### config.mk
export PLATFORM = sky130hd
export DESIGN_NAME = pcm_tdm_port
export DESIGN_NICKNAME = d
export VERILOG_FILES = /design/src/rtl/pcm_tdm_pkg.sv /design/src/rtl/pcm_frame_ctrl.sv /design/src/rtl/pcm_tx_serializer.sv /design/src/rtl/pcm_rx_deserializer.sv /design/src/rtl/pcm_tdm_port.sv
export SDC_FILE = /design/constraint.sdc
export NUM_CORES = 1
export LEC_CHECK = 0
export BUFFER_PORTS_ARGS = -buffer_cell sky130_fd_sc_hd__buf_2
export CAP_MARGIN = 10
export CORE_AREA = 2 2 61 106
export DETAILED_ROUTE_END_ITERATION = 7
export DIE_AREA = 0 0 63 108
export GPL_ROUTABILITY_DRIVEN = 0
export GPL_TIMING_DRIVEN = 0
export PLACE_DENSITY = 0.84
export SLEW_MARGIN = 25
export SYNTH_ARGS = -nofsm -noshare
export SYNTH_HDL_FRONTEND = slang
export SYNTH_SLANG_ARGS = --single-unit
### constraint.sdc
create_clock -name clk_i -period 1.8 [get_ports clk_i]
set_input_delay 0.27 -clock clk_i [delete_from_list [all_inputs] [get_ports clk_i]]
set_output_delay 0.27 -clock clk_i [all_outputs]
set_load 0.005 [all_outputs]
### src/rtl/pcm_tdm_pkg.sv
package pcm_tdm_pkg;
  typedef enum logic [1:0] {
    ST_IDLE = 2'd0,
    ST_ARM  = 2'd1,
    ST_RUN  = 2'd2
  } frame_state_e;
endpackage

### src/rtl/pcm_frame_ctrl.sv
module pcm_frame_ctrl
  import pcm_tdm_pkg::*;
#(
  parameter int unsigned SLOT_W = 8
) (
  input  logic                                clk_i,
  input  logic                                rst_ni,
  input  logic                                fs_i,
  output logic                                load_o,
  output logic                                start_o,
  output logic                                run_o,
  output logic                                last_o,
  output logic                                slot_done_o,
  output logic                                slot_sel_o,
  output logic                                swap_o
);
  localparam int unsigned FRAME_BITS = 2 * SLOT_W;
  localparam int unsigned POS_W      = $clog2(FRAME_BITS);
  localparam logic [POS_W-1:0] POS_LAST = POS_W'(FRAME_BITS - 1);
  localparam logic [POS_W-1:0] POS_MID  = POS_W'(SLOT_W - 1);

  frame_state_e     state_q, state_d;
  logic [POS_W-1:0] pos_q, pos_d;
  logic             fs_q;
  logic             swap_q, swap_d;
  logic             fs_rise;

  assign fs_rise = fs_i & ~fs_q;

  always_comb begin
    state_d = state_q;
    pos_d   = pos_q;
    swap_d  = swap_q;
    unique case (state_q)
      ST_IDLE: if (fs_rise) state_d = ST_ARM;
      ST_ARM: begin
        swap_d  = fs_i;  // pulse still high on second edge -> channel 1 first
        pos_d   = '0;
        state_d = ST_RUN;
      end
      ST_RUN: begin
        if (pos_q == POS_LAST) state_d = ST_IDLE;
        else                   pos_d   = pos_q + 1'b1;
      end
      default: state_d = ST_IDLE;
    endcase
  end

  always_ff @(posedge clk_i or negedge rst_ni) begin
    if (!rst_ni) begin
      state_q <= ST_IDLE;
      pos_q   <= '0;
      fs_q    <= 1'b0;
      swap_q  <= 1'b0;
    end else begin
      state_q <= state_d;
      pos_q   <= pos_d;
      fs_q    <= fs_i;
      swap_q  <= swap_d;
    end
  end

  assign load_o      = (state_q == ST_IDLE) & fs_rise;
  assign start_o     = (state_q == ST_ARM);
  assign run_o       = (state_q == ST_RUN);
  assign last_o      = run_o & (pos_q == POS_LAST);
  assign slot_done_o = run_o & ((pos_q == POS_MID) | (pos_q == POS_LAST));
  assign slot_sel_o  = (pos_q > POS_MID);
  assign swap_o      = start_o ? fs_i : swap_q;


  frame_no_restart_chk: assert property (@(posedge clk_i) disable iff (!rst_ni)
    (state_q == ST_RUN && pos_q != POS_LAST) |=> (state_q == ST_RUN && pos_q == $past(pos_q) + 1'b1));
endmodule

### src/rtl/pcm_tx_serializer.sv
module pcm_tx_serializer #(
  parameter int unsigned SLOT_W = 8
) (
  input  logic              clk_i,
  input  logic              rst_ni,
  input  logic              load_i,
  input  logic              start_i,
  input  logic              run_i,
  input  logic              last_i,
  input  logic              swap_i,
  input  logic [SLOT_W-1:0] ch0_i,
  input  logic [SLOT_W-1:0] ch1_i,
  output logic              dx_o,
  output logic              dx_en_o
);
  localparam int unsigned FRAME_BITS = 2 * SLOT_W;
  localparam int unsigned CNT_W      = $clog2(FRAME_BITS + 2);

  logic [SLOT_W-1:0]     word0_q, word1_q;
  logic [FRAME_BITS-1:0] frame_w;
  logic [FRAME_BITS-1:0] sh_q;
  logic                  dx_q, en_q;

  assign frame_w = swap_i ? {word1_q, word0_q} : {word0_q, word1_q};

  always_ff @(posedge clk_i or negedge rst_ni) begin
    if (!rst_ni) begin
      word0_q <= '0;
      word1_q <= '0;
    end else if (load_i) begin
      word0_q <= ch0_i;
      word1_q <= ch1_i;
    end
  end

  always_ff @(posedge clk_i or negedge rst_ni) begin
    if (!rst_ni) begin
      sh_q <= '0;
      dx_q <= 1'b0;
      en_q <= 1'b0;
    end else if (start_i) begin
      dx_q <= frame_w[FRAME_BITS-1];
      sh_q <= {frame_w[FRAME_BITS-2:0], 1'b0};
      en_q <= 1'b1;
    end else if (run_i) begin
      if (last_i) begin
        dx_q <= 1'b0;
        en_q <= 1'b0;
      end else begin
        dx_q <= sh_q[FRAME_BITS-1];
        sh_q <= {sh_q[FRAME_BITS-2:0], 1'b0};
      end
    end
  end

  assign dx_o    = dx_q;
  assign dx_en_o = en_q;

  logic [CNT_W-1:0] en_cnt_q;
  always_ff @(posedge clk_i or negedge rst_ni) begin
    if (!rst_ni)   en_cnt_q <= '0;
    else if (en_q) en_cnt_q <= en_cnt_q + 1'b1;
    else           en_cnt_q <= '0;
  end


  en_window_len_chk: assert property (@(posedge clk_i) disable iff (!rst_ni)
    en_cnt_q <= CNT_W'(FRAME_BITS));

  idle_low_chk: assert property (@(posedge clk_i) disable iff (!rst_ni)
    (!en_q && !start_i) |=> !dx_o);
endmodule

### src/rtl/pcm_rx_deserializer.sv
module pcm_rx_deserializer #(
  parameter int unsigned SLOT_W = 8
) (
  input  logic                   clk_i,
  input  logic                   rst_ni,
  input  logic                   dr_i,
  input  logic                   run_i,
  input  logic                   slot_done_i,
  input  logic                   slot_sel_i,
  input  logic                   swap_i,
  output logic [1:0][SLOT_W-1:0] data_o,
  output logic [1:0]             valid_o
);
  logic              dr_neg_q;
  logic [SLOT_W-1:0] sh_q;
  logic [SLOT_W-1:0] byte_w;
  logic              dest_ch;

  // mid-bit capture on the falling edge
  always_ff @(negedge clk_i or negedge rst_ni) begin
    if (!rst_ni) dr_neg_q <= 1'b0;
    else         dr_neg_q <= dr_i;
  end

  assign byte_w  = {sh_q[SLOT_W-2:0], dr_neg_q};
  assign dest_ch = slot_sel_i ^ swap_i;

  always_ff @(posedge clk_i or negedge rst_ni) begin
    if (!rst_ni)    sh_q <= '0;
    else if (run_i) sh_q <= byte_w;
  end

  for (genvar ch = 0; ch < 2; ch++) begin : g_ch
    always_ff @(posedge clk_i or negedge rst_ni) begin
      if (!rst_ni) begin
        data_o[ch]  <= '0;
        valid_o[ch] <= 1'b0;
      end else if (slot_done_i && (dest_ch == 1'(ch))) begin
        data_o[ch]  <= byte_w;
        valid_o[ch] <= 1'b1;
      end else begin
        valid_o[ch] <= 1'b0;
      end
    end


    hold_data_chk: assert property (@(posedge clk_i) disable iff (!rst_ni)
      !valid_o[ch] |-> $stable(data_o[ch]));
  end
endmodule

### src/rtl/pcm_tdm_port.sv
module pcm_tdm_port #(
  parameter int unsigned SLOT_W = 8
) (
  input  logic              clk_i,
  input  logic              rst_ni,
  input  logic              fs_i,
  input  logic              dr_i,
  input  logic [SLOT_W-1:0] tx_ch0_i,
  input  logic [SLOT_W-1:0] tx_ch1_i,
  output logic              dx_o,
  output logic              dx_en_o,
  output logic [SLOT_W-1:0] rx_ch0_o,
  output logic              rx_ch0_valid_o,
  output logic [SLOT_W-1:0] rx_ch1_o,
  output logic              rx_ch1_valid_o
);
  logic load, start, run, last, slot_done, slot_sel, swap;
  logic [1:0][SLOT_W-1:0] rx_data;
  logic [1:0]             rx_valid;

  pcm_frame_ctrl #(.SLOT_W(SLOT_W)) i_ctrl (
    .clk_i       (clk_i),
    .rst_ni      (rst_ni),
    .fs_i        (fs_i),
    .load_o      (load),
    .start_o     (start),
    .run_o       (run),
    .last_o      (last),
    .slot_done_o (slot_done),
    .slot_sel_o  (slot_sel),
    .swap_o      (swap)
  );

  pcm_tx_serializer #(.SLOT_W(SLOT_W)) i_tx (
    .clk_i   (clk_i),
    .rst_ni  (rst_ni),
    .load_i  (load),
    .start_i (start),
    .run_i   (run),
    .last_i  (last),
    .swap_i  (swap),
    .ch0_i   (tx_ch0_i),
    .ch1_i   (tx_ch1_i),
    .dx_o    (dx_o),
    .dx_en_o (dx_en_o)
  );

  pcm_rx_deserializer #(.SLOT_W(SLOT_W)) i_rx (
    .clk_i       (clk_i),
    .rst_ni      (rst_ni),
    .dr_i        (dr_i),
    .run_i       (run),
    .slot_done_i (slot_done),
    .slot_sel_i  (slot_sel),
    .swap_i      (swap),
    .data_o      (rx_data),
    .valid_o     (rx_valid)
  );

  assign rx_ch0_o       = rx_data[0];
  assign rx_ch1_o       = rx_data[1];
  assign rx_ch0_valid_o = rx_valid[0];
  assign rx_ch1_valid_o = rx_valid[1];


  start_enables_chk: assert property (@(posedge clk_i) disable iff (!rst_ni)
    start |=> dx_en_o);

  delayed_first_bit_chk: assert property (@(posedge clk_i) disable iff (!rst_ni)
    $rose(dx_en_o) |-> $past(fs_i, 2));

  strobe_exclusive_chk: assert property (@(posedge clk_i) disable iff (!rst_ni)
    $onehot0({rx_ch1_valid_o, rx_ch0_valid_o}));
endmodule

## Word level (Yosys, flattened, before mapping)

Index checks and enable logic that the tools add are counted.

- Register bits: 68
- Bits of input ports: 20
- Output and inout bits: 20
- Logic and storage cells: 60

- Add/subtract/negate cells: 1
- Magnitude comparators: 1
- Equal/unequal tests: 8
- Mux-type cells: 18
- Bitwise logic cells: 8
- Reductions and logical operators: 9

Operators by type and width:

| cell | number |
|---|---|
| $mux 16 | 4 |
| $mux 1 | 9 |
| $pmux 4 s2 | 1 |
| $reduce_and 2->1 | 4 |
| $pmux 2 s3 | 1 |
| $add 4x1->4 const B | 1 |
| $and 1x1->1 | 4 |
| $eq 4x3->1 const B | 1 |
| $eq 4x4->1 const B | 1 |
| $gt 4x3->1 const B | 1 |
| $mux 2 | 2 |
| $mux 4 | 1 |
| $ne 2x1->1 const B | 2 |
| $ne 2x2->1 const B | 2 |
| $reduce_bool 2->1 | 2 |
| $eq 2x1->1 const B | 1 |
| $eq 2x2->1 const B | 1 |
| $logic_and 1x1->1 | 2 |
| $logic_not 2->1 | 1 |
| $not 1->1 | 2 |
| $or 1x1->1 | 1 |
| $xor 1x1->1 | 1 |

## Logic depth before layout (Yosys ltp)

Gate-level depths: netlist of the first run.

- Depth after elaboration: 6
- Mapped depth: 7
- Mapped depth without buffers: 5

## Modules after synthesis

From an unflattened synthesis of the first run, not the netlist that was laid out.

- Cell total of the unflattened synthesis: 205
- Area, all modules: 2950.3 um^2

By module, submodules not included:

| module | instances | cells an instance | area each (um^2) | sequential area each (um^2) |
|---|---|---|---|---|
| pcm_tx_serializer | 1 | 110 | 1571.5 | 825.8 |
| pcm_rx_deserializer | 1 | 56 | 983.4 | 650.6 |
| pcm_frame_ctrl | 1 | 39 | 395.4 | 200.2 |

==> impl_metrics.toml, run 1 <==
[status]
status = "finished with violations"
violations = "negative setup slack"

[worst_setup_path]
critical_path_class = "reg2reg"
start_kind = "flop"
reg2reg_from = "i_ctrl.state_q[0]"
crit_path_max_fanout = 9
startpoint = "i_ctrl.state_q[0]"
critPathCaptureType = "flop"
critical_path_required_ns = 2.03
arrival_ns = 2.13

[detailed_routing]
vias = 1828
postRouteAntennaNets = 0
wl_um = 6090
wl_per_cell_um = 17.8
avgViaCountPerCell = 5.36
drc = 0
drtPass1Iterations = 6
drt-initial-drc-count = 35

[synthesis]
yosysUniqueCellTypes = 31
ys_seq_area_share_pct = 56.7
synthXorXnorAreaFrac_pct = 0
yosys.area.top_type = "dfrtp_1"
avgSynthCellArea_um2 = 14.6
synth_top_family_by_area = "multiplexers"
yosysTopAreaCellShare_pct = 55.8
synthSimpleGateAreaFrac_pct = 3.98
synth-edff-count = 0
synth_compound_area_share_pct = 6.13
ys_ff_latch = 67
yosys.area_share.adder_pct = 1.69
postSynthCellCount = 202
synth_area_mm2 = 0.00296
synth_ff_type = "dfrtp_1"
ys_async_sr_fraction_pct = 100
yosys_warnings = 0
synth_fp_nets = 226
synthTopCellsByArea = "dfrtp_1 (56%), mux2_2 (25%), a22o_1 (3.8%)"
synth.area.mux_share_pct = 29.3

[final_layout]
nets = 282
final_cells = 341
n_antenna_cell = 0
drive_above_1_share_pct = 55.5
syn_to_final_growth_pct = 23.8

[floorplanning]
die_w_um = 63
die_area_mm2 = 0.00680
rows = 37
coreArea_mm2 = 0.00588
start_util_pct = 50.3
die_h_um = 108
ios = 40

[timing]
slew_violations = 0
finalClockSkew_ns = 0.0134
hold_viol = 0
relSlewSlack_pct = 63.4
min_period_ns = 1.89
rsz0062_at_grt = "yes"
timing.fmax_mhz = 528
final-setup-viol-count = 17
layout_setup_ws_ns = -0.0942
tightest_slew_ns = 0.549
fin_crit_sh_pct = 105

[power]
peakVddDrop_mv = 1.12
p_per_area_mw_per_mm2 = 1590
p_leak_nw = 1.75

[global_route]
grt.total_usage_pct = 19.0
grt_start_max_net_pins = 51
grt_pass1_vias = 1934
antenna_found_initial = 0
grt_pass1_wl_um = 9630
grt_overflow = 0

[place]
pre_cts_slack_ns = -0.201
dpl.hpwl_um = 3870
portBuffers = 39
dp.cells = 320

[clocking]
cts_sinks = 67
cts_tree = "built"
clock_path_buffers = 2
cts_root_buffer = "clkbuf_8"
cts_inserted_buffers = 9
clk_latency_ns = 0.34
clk_pin_slew_ns = 0.08
htreeDepth = 3

[hold_path]
holdCritStartpoint = "fs_i"
hp-class = "in2reg"

[run]
maxCapViolations = 0
synthesized netlist by cell type, types with 3 or more instances:
cell	number
a22o_1	13
nand3_1	4
mux2i_1	4
inv_1	4
dfrtp_1	66
o21ai_0	3
ha_1	4
nand2_1	6
nor2_1	3
mux2_2	66
cells by family (layout without fill, tap and decap cells):
family / Yosys count / in the layout
buf+inv: 12 / 73
simple gates: 21 / 21
compound gates: 23 / 23
fa+ha+maj: 4 / 4
flops: 67 / 67
mux: 75 / 75
cell usage in the layout, fill, tap and decap left out, types with 4 or more instances in the layout:
master    netlist  final
mux2i_1         4      4
nand3_1         4      4
buf_4           1      4
dfrtp_1        66     66
a22o_1         13     13
mux2_4          1      9
nand2_1         6      5
buf_2           2     40
clkbuf_8        0      9
mux2_2         66     58
per-layer routing:
layer	GRT usage, %	vias up	part of all wire, %
met4	7.30	0	1.9
met1	20.2	930	40
li1	-	848	-
met3	6.35	10	4.1
met2	34.3	40	54
met5	0	-	0
power breakdown:
part	switching (mW)	total (mW)	internal, mW
logic	0.839	2.03	1.19
clock network	0.614	1.40	0.789
registers	0.373	2.40	2.03
total	1.83	5.84	4.01
critical path: stages, from the launching register on:
cell     delay [ns]
dfrtp_1        0.42
buf_6          0.14
ha_4           0.17
mux2_4         0.34
mux2i_4        0.21
buf_12         0.16
mux2_2         0.33
path summary, 6_finish.rpt:
check | to | slack (ns) | depth (start not counted)
worst min register to register | i_rx.data_o[4] | 0.49 | 1
worst min-delay path | i_ctrl.fs_q | 0.05 | 1
min in group asynchronous | i_ctrl.pos_q[3] | 0.32 | 2
max in group asynchronous | i_rx.dr_neg_q | 0.44 | 2
worst max register to register | i_rx.data_o[7] | -0.09 | 6
worst max-delay path | i_rx.data_o[7] | -0.09 | 6
stage by stage:
stage | area, um2 | utilization (%) | TNS [ns] | hold slack (ns) | total power, mW
after floorplan | 2960 | - | 0 | -0.0256 | 3.80
after global placement | 3250 | 55.3 | -4.00 | 0.405 | 4.17
after detailed placement | 3280 | 55.8 | -4.31 | 0.164 | 4.27
after CTS | 3580 | 60.9 | -1.38 | 0.0419 | 5.72
after global routing | 3660 | 62.3 | -2.55 | 0.0381 | 6.18
final | 3660 | 62.3 | -1.06 | 0.0521 | 5.84
layout make-up:
class | count | area, um2
buffer | 8 | 58.8
clock buffer | 9 | 124
clock inverter | 7 | 98.8
fill | 439 | 2220
inverter | 4 | 15.0
multi-input combinational | 123 | 1300
sequential | 67 | 1680
tap | 78 | 97.6
timing repair buffer | 45 | 294
timing repair:
item / in CTS / in global routing
hold buffers: 1 / 0
endpoints found under the hold margin: 16 / 0
gates resized for setup: 6 / 19
pin swaps: 1 / 0
buffers inserted: 3 / 1
setup endpoints to repair: 29 / 44
sequential cells by signal, summed over array words and instances (netlist names), 2 cells and up:
register	count
i_ctrl.state_q	2
i_rx.data_o	16
i_tx.word1_q	8
i_ctrl.pos_q	4
i_tx.word0_q	8
i_rx.sh_q	7
i_tx.sh_q	15
i_rx.valid_o	2
(Power assumes the default switching activity.)
==> run 2, diff against run 1 <==
- CORE_AREA: 2 2 61 106 -> 2 2 59 103
- CTS_BUF_LIST: default -> sky130_fd_sc_hd__clkbuf_2
- DIE_AREA: 0 0 63 108 -> 0 0 61 105
- PLACE_DENSITY: 0.84 -> 0.85
- clock period: 1.8 -> 2.1 ns (I/O delays scaled with it)
==> run 2 against run 1 <==
Compared with the run above:
- the flow now finishes without violations
- critical path type unchanged
- sequential power down 15%
- utilization is 0.58 points higher
- clock skew grew 0.047 ns
- highest routed layer unchanged
==> impl_metrics.toml, run 2 (same netlist as run 1, synthesis figures left out) <==
[worst_setup_path]
crit_path_max_fanout = 9
reg2regPathDepth = 6
reg2reg_from = "i_ctrl.state_q[0]"
slowest_delay_ns = 0.43
crit_buf_inv = 2
path_cells = "inv_1 -> ha_1 -> nand4b_1 -> mux2i_4 -> buf_12 -> mux2_2"
startpoint = "i_ctrl.state_q[0]"
arrival_ns = 2.32
cp_slowest_cell = "dfrtp_1"
critPathTopFamily = "multiplexers"
path_depth = 6
critical_path_required_ns = 2.45
critPathCaptureType = "flop"
critical_path_class = "reg2reg"
start_kind = "flop"

[floorplanning]
coreArea_mm2 = 0.00554
die_w_um = 61
die_area_mm2 = 0.00641
ios = 40
die_h_um = 105
rows = 36
start_util_pct = 53.4

[place]
dpl.hpwl_um = 3970
portBuffers = 39
dp.cells = 318
placed_cell_area_mm2 = 0.00327
pre_cts_slack_ns = 0.0758

[power]
p_leak_nw = 1.70
internal-power_mw = 2.93
p_per_area_mw_per_mm2 = 1240
p_comb_share_pct = 37.2
finalPower_mw = 4.31
sw_frac_of_total_pct = 31.9
seq_power_share_pct = 47.4
clkPwrFrac_pct = 15.4
peakVddDrop_mv = 0.741
power.switching_mw = 1.37

[hold_path]
holdPathStages = 2
holdCritStartpoint = "tx_ch0_i[0]"
hp-class = "in2reg"

[final_layout]
syn_to_final_growth_pct = 17.7
final_cells = 341
n_antenna_cell = 0
largest_reg_flops = 16
largest-register = "i_rx.data_o"
nets = 286
final_cell_mix = "mux2_2 (66), dfrtp_1 (66), buf_2 (40)"
reg_top3 = "i_rx.data_o x16, i_tx.sh_q x15"
stdcell_area_mm2 = 0.00348
final_util_pct = 62.8
drive_above_1_share_pct = 49.4

[timing]
finalHoldWorstSlack_ns = 0.0549
fin_crit_sh_pct = 93.9
tightest_slew_ns = 0.523
finalClockSkew_ns = 0.0600
timing.fmax_mhz = 507
rsz0062_at_grt = "no"
relSlewSlack_pct = 65.2
hold_viol = 0
slew_violations = 0
min_period_ns = 1.97
fin_tns_setup_ns = 0
layout_setup_ws_ns = 0.129
final-setup-viol-count = 0

[clocking]
clk_latency_ns = 0.45
cts_inserted_buffers = 9
cts_tree = "built"
cts_sinks = 67
htreeDepth = 3
clk_pin_slew_ns = 0.18
cts_root_buffer = "clkbuf_2"
clock_path_buffers = 2

[global_route]
grt_overflow = 0
grt_pass1_wl_um = 8780
antenna_found_initial = 0
grt_start_max_net_pins = 38
grt_pass1_vias = 1913
grt.total_usage_pct = 18.8

[detailed_routing]
wl_per_cell_um = 16.3
drc = 0
avgViaCountPerCell = 5.42
drt-initial-drc-count = 94
vias = 1847
wl_um = 5550
postRouteAntennaNets = 0
drtPass1Iterations = 4

[status]
status = "finished clean"

[run]
maxCapViolations = 0
run 2: worst paths after layout:
| path | end | slack, ns |
|---|---|---|
| setup / recovery | i_rx.data_o[1] | 0.13 |
| setup reg to reg | i_rx.data_o[1] | 0.13 |
| hold reg to reg | i_rx.data_o[4] | 0.50 |
| hold / removal | i_tx.word0_q[0] | 0.05 |
| min in group asynchronous | i_tx.word1_q[1] | 0.28 |
| max in group asynchronous | i_rx.dr_neg_q | 0.45 |
run 2: power groups by stage:
stage                     combinational, mW  sequential (mW)  clock [mW]
after floorplan                        1.29             1.96           0
after global placement                 1.54             2.04           0
after detailed placement               1.60             2.07           0
after CTS                              1.61             2.04       0.693
after global routing                   1.75             2.10       0.740
final                                  1.60             2.04       0.664
run 2: final cells by class:
class / count / area (um2)
Buffer: 8 / 52.6
Clock buffer: 9 / 45.0
Clock inverter: 5 / 46.3
Fill cell: 454 / 2060
Inverter: 4 / 15.0
Multi-Input combinational cell: 123 / 1220
Sequential cell: 67 / 1680
Tap cell: 76 / 95.1
Timing Repair Buffer: 49 / 328
run 2: metal layers:
| layer | wire length (um) | up-vias | track usage (%) |
|---|---|---|---|
| li1 | - | 861 | - |
| met1 | 2190 | 939 | 20.0 |
| met2 | 3050 | 36 | 32.6 |
| met3 | 147 | 11 | 5.32 |
| met4 | 162 | 0 | 9.01 |
| met5 | 0 | - | 0 |
run 2: timing repair:
action                                 in CTS  in global routing
setup endpoints to repair                   0                  9
endpoints found under the hold margin      30                  5
gates resized for setup                     0                  3
hold buffers                                2                  5
setup buffers                               0                  2
